[config.mk]
export PLATFORM = sky130hd
export DESIGN_NAME = lpress_rst_ctrl
export DESIGN_NICKNAME = d
export VERILOG_FILES = /design/src/rtl/lpr_pkg.sv /design/src/rtl/lpr_sync.sv /design/src/rtl/lpr_tick_count.sv /design/src/rtl/lpress_rst_ctrl.sv
export SDC_FILE = /design/constraint.sdc
export NUM_CORES = 1
export LEC_CHECK = 0
export ABC_CLOCK_PERIOD_IN_PS = 5400
export CAP_MARGIN = 30
export CORE_UTILIZATION = 45
export CTS_CLUSTER_SIZE = 28
export DETAILED_ROUTE_END_ITERATION = 8
export DONT_BUFFER_PORTS = 1
export SYNTH_ARGS = -nofsm -noshare
export SYNTH_HDL_FRONTEND = slang
export SYNTH_SLANG_ARGS = --single-unit
[constraint.sdc]
create_clock -name clk -period 5.4 [get_ports clk]
set_clock_uncertainty 0.15 [all_clocks]
set_input_delay 0.81 -clock clk [delete_from_list [all_inputs] [get_ports clk]]
set_output_delay 0.81 -clock clk [all_outputs]
set_load 0.01 [all_outputs]
[src/rtl/lpr_pkg.sv]
package lpr_pkg;

    typedef enum logic [2:0] {
        ST_IDLE      = 3'd0,
        ST_HOLD      = 3'd1,
        ST_PULSE     = 3'd2,
        ST_FOLLOW    = 3'd3,
        ST_WAIT_REL  = 3'd4,
        ST_TEST_INIT = 3'd5,
        ST_OV_HOLD   = 3'd6
    } lpr_state_e;

    function automatic int unsigned max3(input int unsigned a, input int unsigned b,
                                         input int unsigned c);
        int unsigned m;
        m = (a > b) ? a : b;
        return (m > c) ? m : c;
    endfunction

endpackage

[src/rtl/lpr_sync.sv]
module lpr_sync #(
    parameter int unsigned WIDTH  = 2,
    parameter int unsigned STAGES = 2,
    parameter logic [WIDTH-1:0] INIT = '0
) (
    input  logic             clk,
    input  logic             rst_n,
    input  logic [WIDTH-1:0] d_async,
    output logic [WIDTH-1:0] q_sync
);

    logic [WIDTH-1:0] stage_q [STAGES];

    genvar s;
    generate
        for (s = 0; s < STAGES; s++) begin : g_stage
            always_ff @(posedge clk) begin
                if (!rst_n) begin
                    stage_q[s] <= INIT;
                end else if (s == 0) begin
                    stage_q[s] <= d_async;
                end else begin
                    stage_q[s] <= stage_q[(s == 0) ? 0 : s-1];
                end
            end
        end
    endgenerate

    assign q_sync = stage_q[STAGES-1];

endmodule

[src/rtl/lpr_tick_count.sv]
module lpr_tick_count #(
    parameter int unsigned CNT_W = 8
) (
    input  logic             clk,
    input  logic             rst_n,
    input  logic             clr,
    input  logic             tick,
    output logic [CNT_W-1:0] count
);

    always_ff @(posedge clk) begin
        if (!rst_n || clr) begin
            count <= '0;
        end else if (tick) begin
            count <= count + 1'b1;
        end
    end

endmodule

[src/rtl/lpress_rst_ctrl.sv]
module lpress_rst_ctrl #(
    parameter int unsigned HOLD_MS      = 2000,
    parameter int unsigned TEST_INIT_MS = 42,
    parameter int unsigned PULSE_MS     = 210,
    parameter int unsigned DIV_SHIFT    = 7,
    parameter bit          FIXED_PULSE  = 1'b1
) (
    input  logic clk,
    input  logic rst_n,
    input  logic btn_n,
    input  logic ovp_flag,
    input  logic tick_ms,
    output logic rst_out_n,
    output logic test_mode
);
    import lpr_pkg::*;

    localparam int unsigned SHORT_RAW = HOLD_MS >> DIV_SHIFT;
    localparam int unsigned SHORT_MS  = (SHORT_RAW == 0) ? 1 : SHORT_RAW;
    localparam int unsigned MAX_MS    = max3(HOLD_MS, TEST_INIT_MS, PULSE_MS);
    localparam int unsigned CNT_W     = $clog2(MAX_MS + 1);

    localparam logic [CNT_W-1:0] HOLD_LAST  = CNT_W'(HOLD_MS - 1);
    localparam logic [CNT_W-1:0] SHORT_LAST = CNT_W'(SHORT_MS - 1);
    localparam logic [CNT_W-1:0] INIT_LAST  = CNT_W'(TEST_INIT_MS - 1);
    localparam logic [CNT_W-1:0] PULSE_LAST = CNT_W'(PULSE_MS - 1);

    // Synchronized inputs: bit 1 is button (idle high), bit 0 is overvoltage
    logic [1:0] sync_q;
    logic       btn_s;
    logic       ovp_s;

    lpr_sync #(
        .WIDTH (2),
        .STAGES(2),
        .INIT  (2'b10)
    ) u_sync (
        .clk    (clk),
        .rst_n  (rst_n),
        .d_async({btn_n, ovp_flag}),
        .q_sync (sync_q)
    );

    assign btn_s = sync_q[1];
    assign ovp_s = sync_q[0];

    lpr_state_e       state_q, state_d;
    logic             test_q;
    logic [CNT_W-1:0] cnt;
    logic [CNT_W-1:0] last_cnt;
    logic             expire;
    logic             cnt_clr;

    assign cnt_clr = (state_d != state_q);

    lpr_tick_count #(
        .CNT_W(CNT_W)
    ) u_count (
        .clk  (clk),
        .rst_n(rst_n),
        .clr  (cnt_clr),
        .tick (tick_ms),
        .count(cnt)
    );

    // Terminal count for the interval of the current state
    always_comb begin
        unique case (state_q)
            ST_HOLD:      last_cnt = test_q ? SHORT_LAST : HOLD_LAST;
            ST_PULSE:     last_cnt = PULSE_LAST;
            ST_TEST_INIT: last_cnt = INIT_LAST;
            default:      last_cnt = HOLD_LAST;
        endcase
    end

    assign expire = tick_ms && (cnt == last_cnt);

    // Next-state logic
    always_comb begin
        state_d = state_q;
        unique case (state_q)
            ST_IDLE:      if (!btn_s) state_d = ST_HOLD;
            ST_HOLD: begin
                if (btn_s)       state_d = ST_IDLE;
                else if (expire) state_d = FIXED_PULSE ? ST_PULSE : ST_FOLLOW;
            end
            ST_PULSE:     if (expire) state_d = ST_WAIT_REL;
            ST_FOLLOW:    if (btn_s)  state_d = ST_IDLE;
            ST_WAIT_REL:  if (btn_s)  state_d = ST_IDLE;
            ST_TEST_INIT: if (expire) state_d = FIXED_PULSE ? ST_PULSE : ST_OV_HOLD;
            ST_OV_HOLD:   if (!ovp_s) state_d = ST_WAIT_REL;
            default:      state_d = ST_IDLE;
        endcase
        if (ovp_s && !test_q) begin
            state_d = ST_TEST_INIT;
        end
    end

    // State register and test latch
    always_ff @(posedge clk) begin
        if (!rst_n) begin
            state_q <= ST_IDLE;
            test_q  <= 1'b0;
        end else begin
            state_q <= state_d;
            if (state_d == ST_TEST_INIT) begin
                test_q <= 1'b1;
            end
        end
    end

    // Registered outputs
    always_ff @(posedge clk) begin
        if (!rst_n) begin
            rst_out_n <= 1'b1;
        end else begin
            rst_out_n <= !((state_d == ST_PULSE) || (state_d == ST_FOLLOW) ||
                           (state_d == ST_OV_HOLD));
        end
    end

    assign test_mode = test_q;

endmodule

======== After elaboration in Yosys (flattened, before gate mapping) ========
Memories as Yosys holds them, arrays and structs flattened.
Index checks and enable logic that the tools add are counted.
operators by class
  reductions and logical operators ........ 10
  multiplexer cells ....................... 14
  bitwise operators ....................... 2
  add/sub/neg operators ................... 1
  eq/ne operators ......................... 12
operator list
  operator                 number
  $pmux W11 S3             1
  $mux W3                  7
  $pmux W3 S6              1
  $eq A3 B3 Y1 const B     5
  $eq A3 B2 Y1 const B     4
  $add A11 B1 Y11 const B  1
  $eq A11 B11 Y1           1
  $mux W11                 1
  $mux W2                  2
  $eq A3 B1 Y1 const B     1
  $logic_not A1 Y1         3
  $logic_not A3 Y1         1
  $logic_or A1 B1 Y1       3
  $ne A3 B3 Y1             1
  $logic_and A1 B1 Y1      2
  $mux W1                  2
  $or A1 B1 Y1             2
  $reduce_or A2 Y1         1
word-level totals
  RAM bits ................................ 4
  memories ................................ 1
  register bits ........................... 16
  input port bits ......................... 5
  logic and storage cells ................. 44
  output and inout port bits .............. 2
memories
  memory          words  bits a word  rd ports  clocked after memory_dff  wr ports  line            source
  u_sync.stage_q  2      2            2         0                         2         lpr_sync.sv:12  logic [WIDTH-1:0] stage_q [STAGES];

======== Logic depth before layout (Yosys ltp) ========
  depth after elaboration ................. 12
  mapped depth ............................ 8
  mapped depth without buffers ............ 6

======== Modules after synthesis ========
A second synthesis with hierarchy kept.
unflattened totals
  cells, all modules ...................... 141
  area total of the unflattened synthesis .. 1,183.6 sq um
modules (own cells, without submodules)
  module           area an instance (sq um)  instances  sequential area each (sq um)  cells each
  lpress_rst_ctrl  581.8                     1          100.1                         79
  lpr_tick_count   496.7                     1          220.2                         54
  lpr_sync         105.1                     1          80.1                          8

======== Least setup slack after synthesis ========
No wires, ideal clock.
  kind .................................... flip-flop to flip-flop
  start ................................... reg state_q[0]
  end ..................................... reg u_count.count[10]
  library setup time ...................... 115 ps
  path buffers ............................ 2
  cell stages (with the launch flop) ...... 9
  clock period less this slack ............ 2,256 ps
  slack ................................... 3,144 ps
  required time ........................... 5,135 ps
  data arrival time ....................... 1,991 ps
  cells stage by stage .................... dfxtp_1 > clkbuf_2 > and3b_4 > or4_1 > a32o_2 > a2111oi_4 > a21o_1 > buf_4 > nor2_1
between the ends
  cells in the longest elaborated chain, start to end .. 10
  elaborated cells between the ends (all ways) .. 21
  classes of those cells .................. eq/ne: 8; mux: 9; reduce/logical: 4
ends and longest elaborated chain
  what                                  line                                          source
  start, declared                       lpress_rst_ctrl.sv:47                         lpr_state_e state_q, state_d;
  start signal, assigned                lpress_rst_ctrl.sv:105                        state_q <= state_d;
  $eq A3 B3 Y1 (tied with other cells)  lpress_rst_ctrl.sv:68, lpress_rst_ctrl.sv:81
  $pmux W11 S3                          lpress_rst_ctrl.sv:68                         unique case (state_q)
  $eq A11 B11 Y1                        lpress_rst_ctrl.sv:76                         assign expire = tick_ms && (cnt == last_cnt);
  $logic_and A1 B1 Y1                   lpress_rst_ctrl.sv:76
  $mux W3                               lpress_rst_ctrl.sv:85, lpress_rst_ctrl.sv:90
  $mux W3                               lpress_rst_ctrl.sv:84                         if (btn_s) state_d = ST_IDLE;
  $pmux W3 S6                           lpress_rst_ctrl.sv:81                         unique case (state_q)
  $mux W3                               lpress_rst_ctrl.sv:94                         if (ovp_s && !test_q) begin
  $ne A3 B3 Y1 *                        lpress_rst_ctrl.sv:54                         assign cnt_clr = (state_d != state_q);
  $logic_or A1 B1 Y1 *                  lpr_tick_count.sv:12                          if (!rst_n || clr) begin
  end signal, assigned                  lpr_tick_count.sv:15                          count <= count + 1'b1;
  end, declared                         lpr_tick_count.sv:8                           output logic [CNT_W-1:0] count
Mark *: on every way between the ends. The rest lies on a longest branch, timed or not.
A chain may end at the register's enable or synchronous reset.

======== Worst setup path in the final report ========
Ends and elaborated chain as after synthesis.

==> flow_metrics.tcl <==
set metrics [dict create \
    syn-cell-area_um2 1157 \
    category_of_the_most_critical_setup_path "reg2reg" \
    global_route.usage.met1_pct 23.73 \
    num_io_pins 7 \
    antenna_found_initial 0 \
    synth_seq_area_share_pct 34.59 \
    initial_core_util_pct 47.15 \
    ir_drop_worst_case_vdd_mv 0.1982 \
    routed_wire_length_per_instance_um 12.98 \
    leakagePower_nw 0.4265 \
    std_cell_rows 18 \
    comb_power_share_pct 6.6 \
    post_route_cells_drive_above_1_share_pct 7.353 \
    synth_area_leaders "dfxtp_1 (35%), nor2_1 (5.8%), xor2_1 (4.5%), nor2b_1 (3.8%), a21oi_1 (3.0%)" \
    dieHeight_um 52.72 \
    firstDrtPassIters 4 \
    nets 143 \
    drc 0 \
    post-dp-hpwl_um 1589 \
    postSynthNetCount 145 \
    final.setup.tns_ps 0 \
    clock_path_buffers 2 \
    cts-htree-levels 1 \
    drt.antenna.violating_nets 0 \
    timing.critical_path.required_ps 5430 \
    pwr-share-seq_pct 53.0 \
    dieArea_um2 2779 \
    largest_net_degree_at_the_start_of_global_routing 19 \
    ys_types 44 \
    cts.repair.resized 0 \
    fin_crit_sh_pct 51.17 \
    r2r_slack_ps 2640 \
    cts_tree "yes" \
    hold_viol_final 0 \
    iter_0_drt_violations 36 \
    grt_setup_unrepaired "no" \
    cts.sinks 20 \
    worst_ep_arrival_time_ps 2790 \
    first_global_vias 824 \
    max_cap_violations 0 \
    cp-end-kind "flip-flop" \
    cts_setup_buffers 0 \
    final-setup-viol-count 0 \
    status "completed" \
    first_pass_grt_wire_length_um 3615 \
    yosysWarnings 0 \
    grt_overflow 0 \
    io_buffers 0 \
    synth_area_per_cell_um2 8.326 \
    p_sw_share_pct 20.89 \
    slew_violations 0 \
    met3_usage_pct 3.188 \
    timing_worst_slew_pin_value_ps 562.5 \
    synthCells 139 \
    clock_period_minus_final_worst_setup_slack_ps 2763 \
    synth_flop_cell "dfxtp_1" \
    core_footprint_um2 2455 \
    switching_power_mw 0.06199 \
    n_antenna_cell 0 \
    critical_path_launch_point_type "flip-flop" \
    synth.top_cell.area_share_pct 34.59 \
    number_of_cells_on_the_worst_reg_to_reg_path 6 \
    cts_root_buffer "clkbuf_4" \
    internal_power_mw 0.2348 \
    vias 939 \
    synthDominantAreaCellType "dfxtp_1" \
    critical_path_peak_fanout 18 \
    cts_hold_buf 0 \
    globalRouteMet2Util_pct 27.43 \
    gp_congestion 0.8861 \
    clk_pin_slew_worst_paths_ps 120 \
    ys_ff_latch 20 \
    headroom_to_the_max_slew_limit_pct 62.42 \
    hold_class "reg2reg" \
    synth-async-reset-ratio_pct 0 \
    worstHoldPathCells 1 \
    synth-edff-count 0 \
    grt_use_total_pct 17.75 \
    synthToLayoutAreaGrowth_pct 5.081 \
    cts_buffers 3 \
    die_w_um 52.72 \
    clk-insertion-delay-late_ps 300 \
    timing.fmax_mhz 361.9 \
    pwr_density_cell_nw_per_um2 244.0 \
    clkPwrFrac_pct 40.5 \
    totalPowerFinal_mw 0.2968 \
    avgViaCountPerCell 5.657 \
    gr-max-usage-layer "met2" \
    drt-total-wl_um 2155 \
]
-- critical path, stage by stage, from the launching register on --
cell,delay [ps]
dfxtp_1,670
nor3b_1,200
or4_1,540
a32o_2,300
a2111oi_4,290
a21o_1,390
nor2_1,100
-- synth_stat cells, types with 2 or more instances --
cell type,n
nor2b_1,7
nand2b_1,5
nand4_1,2
nor2_1,18
a21oi_1,7
clkbuf_1,4
nand2_1,9
dfxtp_1,20
a21o_1,4
o211ai_1,2
nor3_1,2
nand4b_1,2
mux2i_1,3
nand3_1,5
and2_1,4
xor2_1,6
o21ai_0,6
xnor2_1,4
and3_1,4
-- per-stage QoR --
step	util, %	setup WS, ps	hold slack (ps)	instance area (um^2)	std cells
floorplan	-	3144	236.3	1157	139
detailed placement	47.40	2634	258.8	1164	162
finish	49.54	2637	284.4	1216	166
global route	49.54	2375	302.1	1216	166
CTS	49.54	2620	286.8	1216	166
global placement	47.40	2660	241.0	1164	162
-- layer usage --
metal	share of wire, %	wire length [um]
met1	50	1081
met2	45	979
met3	3.8	81
met4	0.56	12
met5	0	0
-- layout make-up --
class | count | area [um^2]
Clock inverter | 1 | 30.03
Inverter | 1 | 3.754
Sequential cell | 20 | 400.4
Multi-Input combinational cell | 111 | 721.9
Clock buffer | 3 | 22.52
Tap cell | 30 | 37.54
Fill cell | 238 | 1239
-- path summary, 6_finish.rpt --
check,start,end
max,state_q[0],u_count.count[10]
min,u_sync.stage_q[0][1],u_sync.stage_q[1][1]
max reg2reg,state_q[0],u_count.count[10]
min reg2reg,u_sync.stage_q[0][1],u_sync.stage_q[1][1]
-- state kept, by name, summed over array words and instances (netlist names) --
| signal | count |
|---|---|
| u_count.count | 11 |
| u_sync.stage_q | 4 |
| state_q | 3 |
| rst_out_n | 1 |
| test_mode | 1 |
-- power groups by stage --
stage | registers (mW) | logic [mW] | clock network [mW]
2_1_floorplan | 0.157 | 0.0206 | 0
3_3_place_gp | 0.161 | 0.0193 | 0
3_5_place_dp | 0.161 | 0.0194 | 0
4_1_cts | 0.157 | 0.0195 | 0.123
5_1_grt | 0.158 | 0.0221 | 0.129
6_report | 0.157 | 0.0195 | 0.120
-- placed cells by master (no fill, tap or decap), types with 3 or more instances in the layout --
master    count
nand2_1       9
nand2b_1      5
and2_1        4
nand3_1       5
xnor2_1       4
nor2b_1       7
o21ai_0       6
clkbuf_4      3
and3_1        4
mux2i_1       3
a21oi_1       7
a21o_1        4
xor2_1        6
dfxtp_1      20
nor2_1       18
-- kinds of logic after synthesis --
family | after synthesis | share of synthesized area [%]
AO/OA/AOI/OAI | 30 | 19.57
XOR/XNOR | 10 | 7.567
AND/OR/NAND/NOR | 67 | 31.57
flip-flops | 20 | 34.59
multiplexers | 3 | 2.595
buffers and inverters | 8 | 3.026
adder cells (fa/ha/maj) | 1 | 1.081
Power figures use the tool's default switching activity.
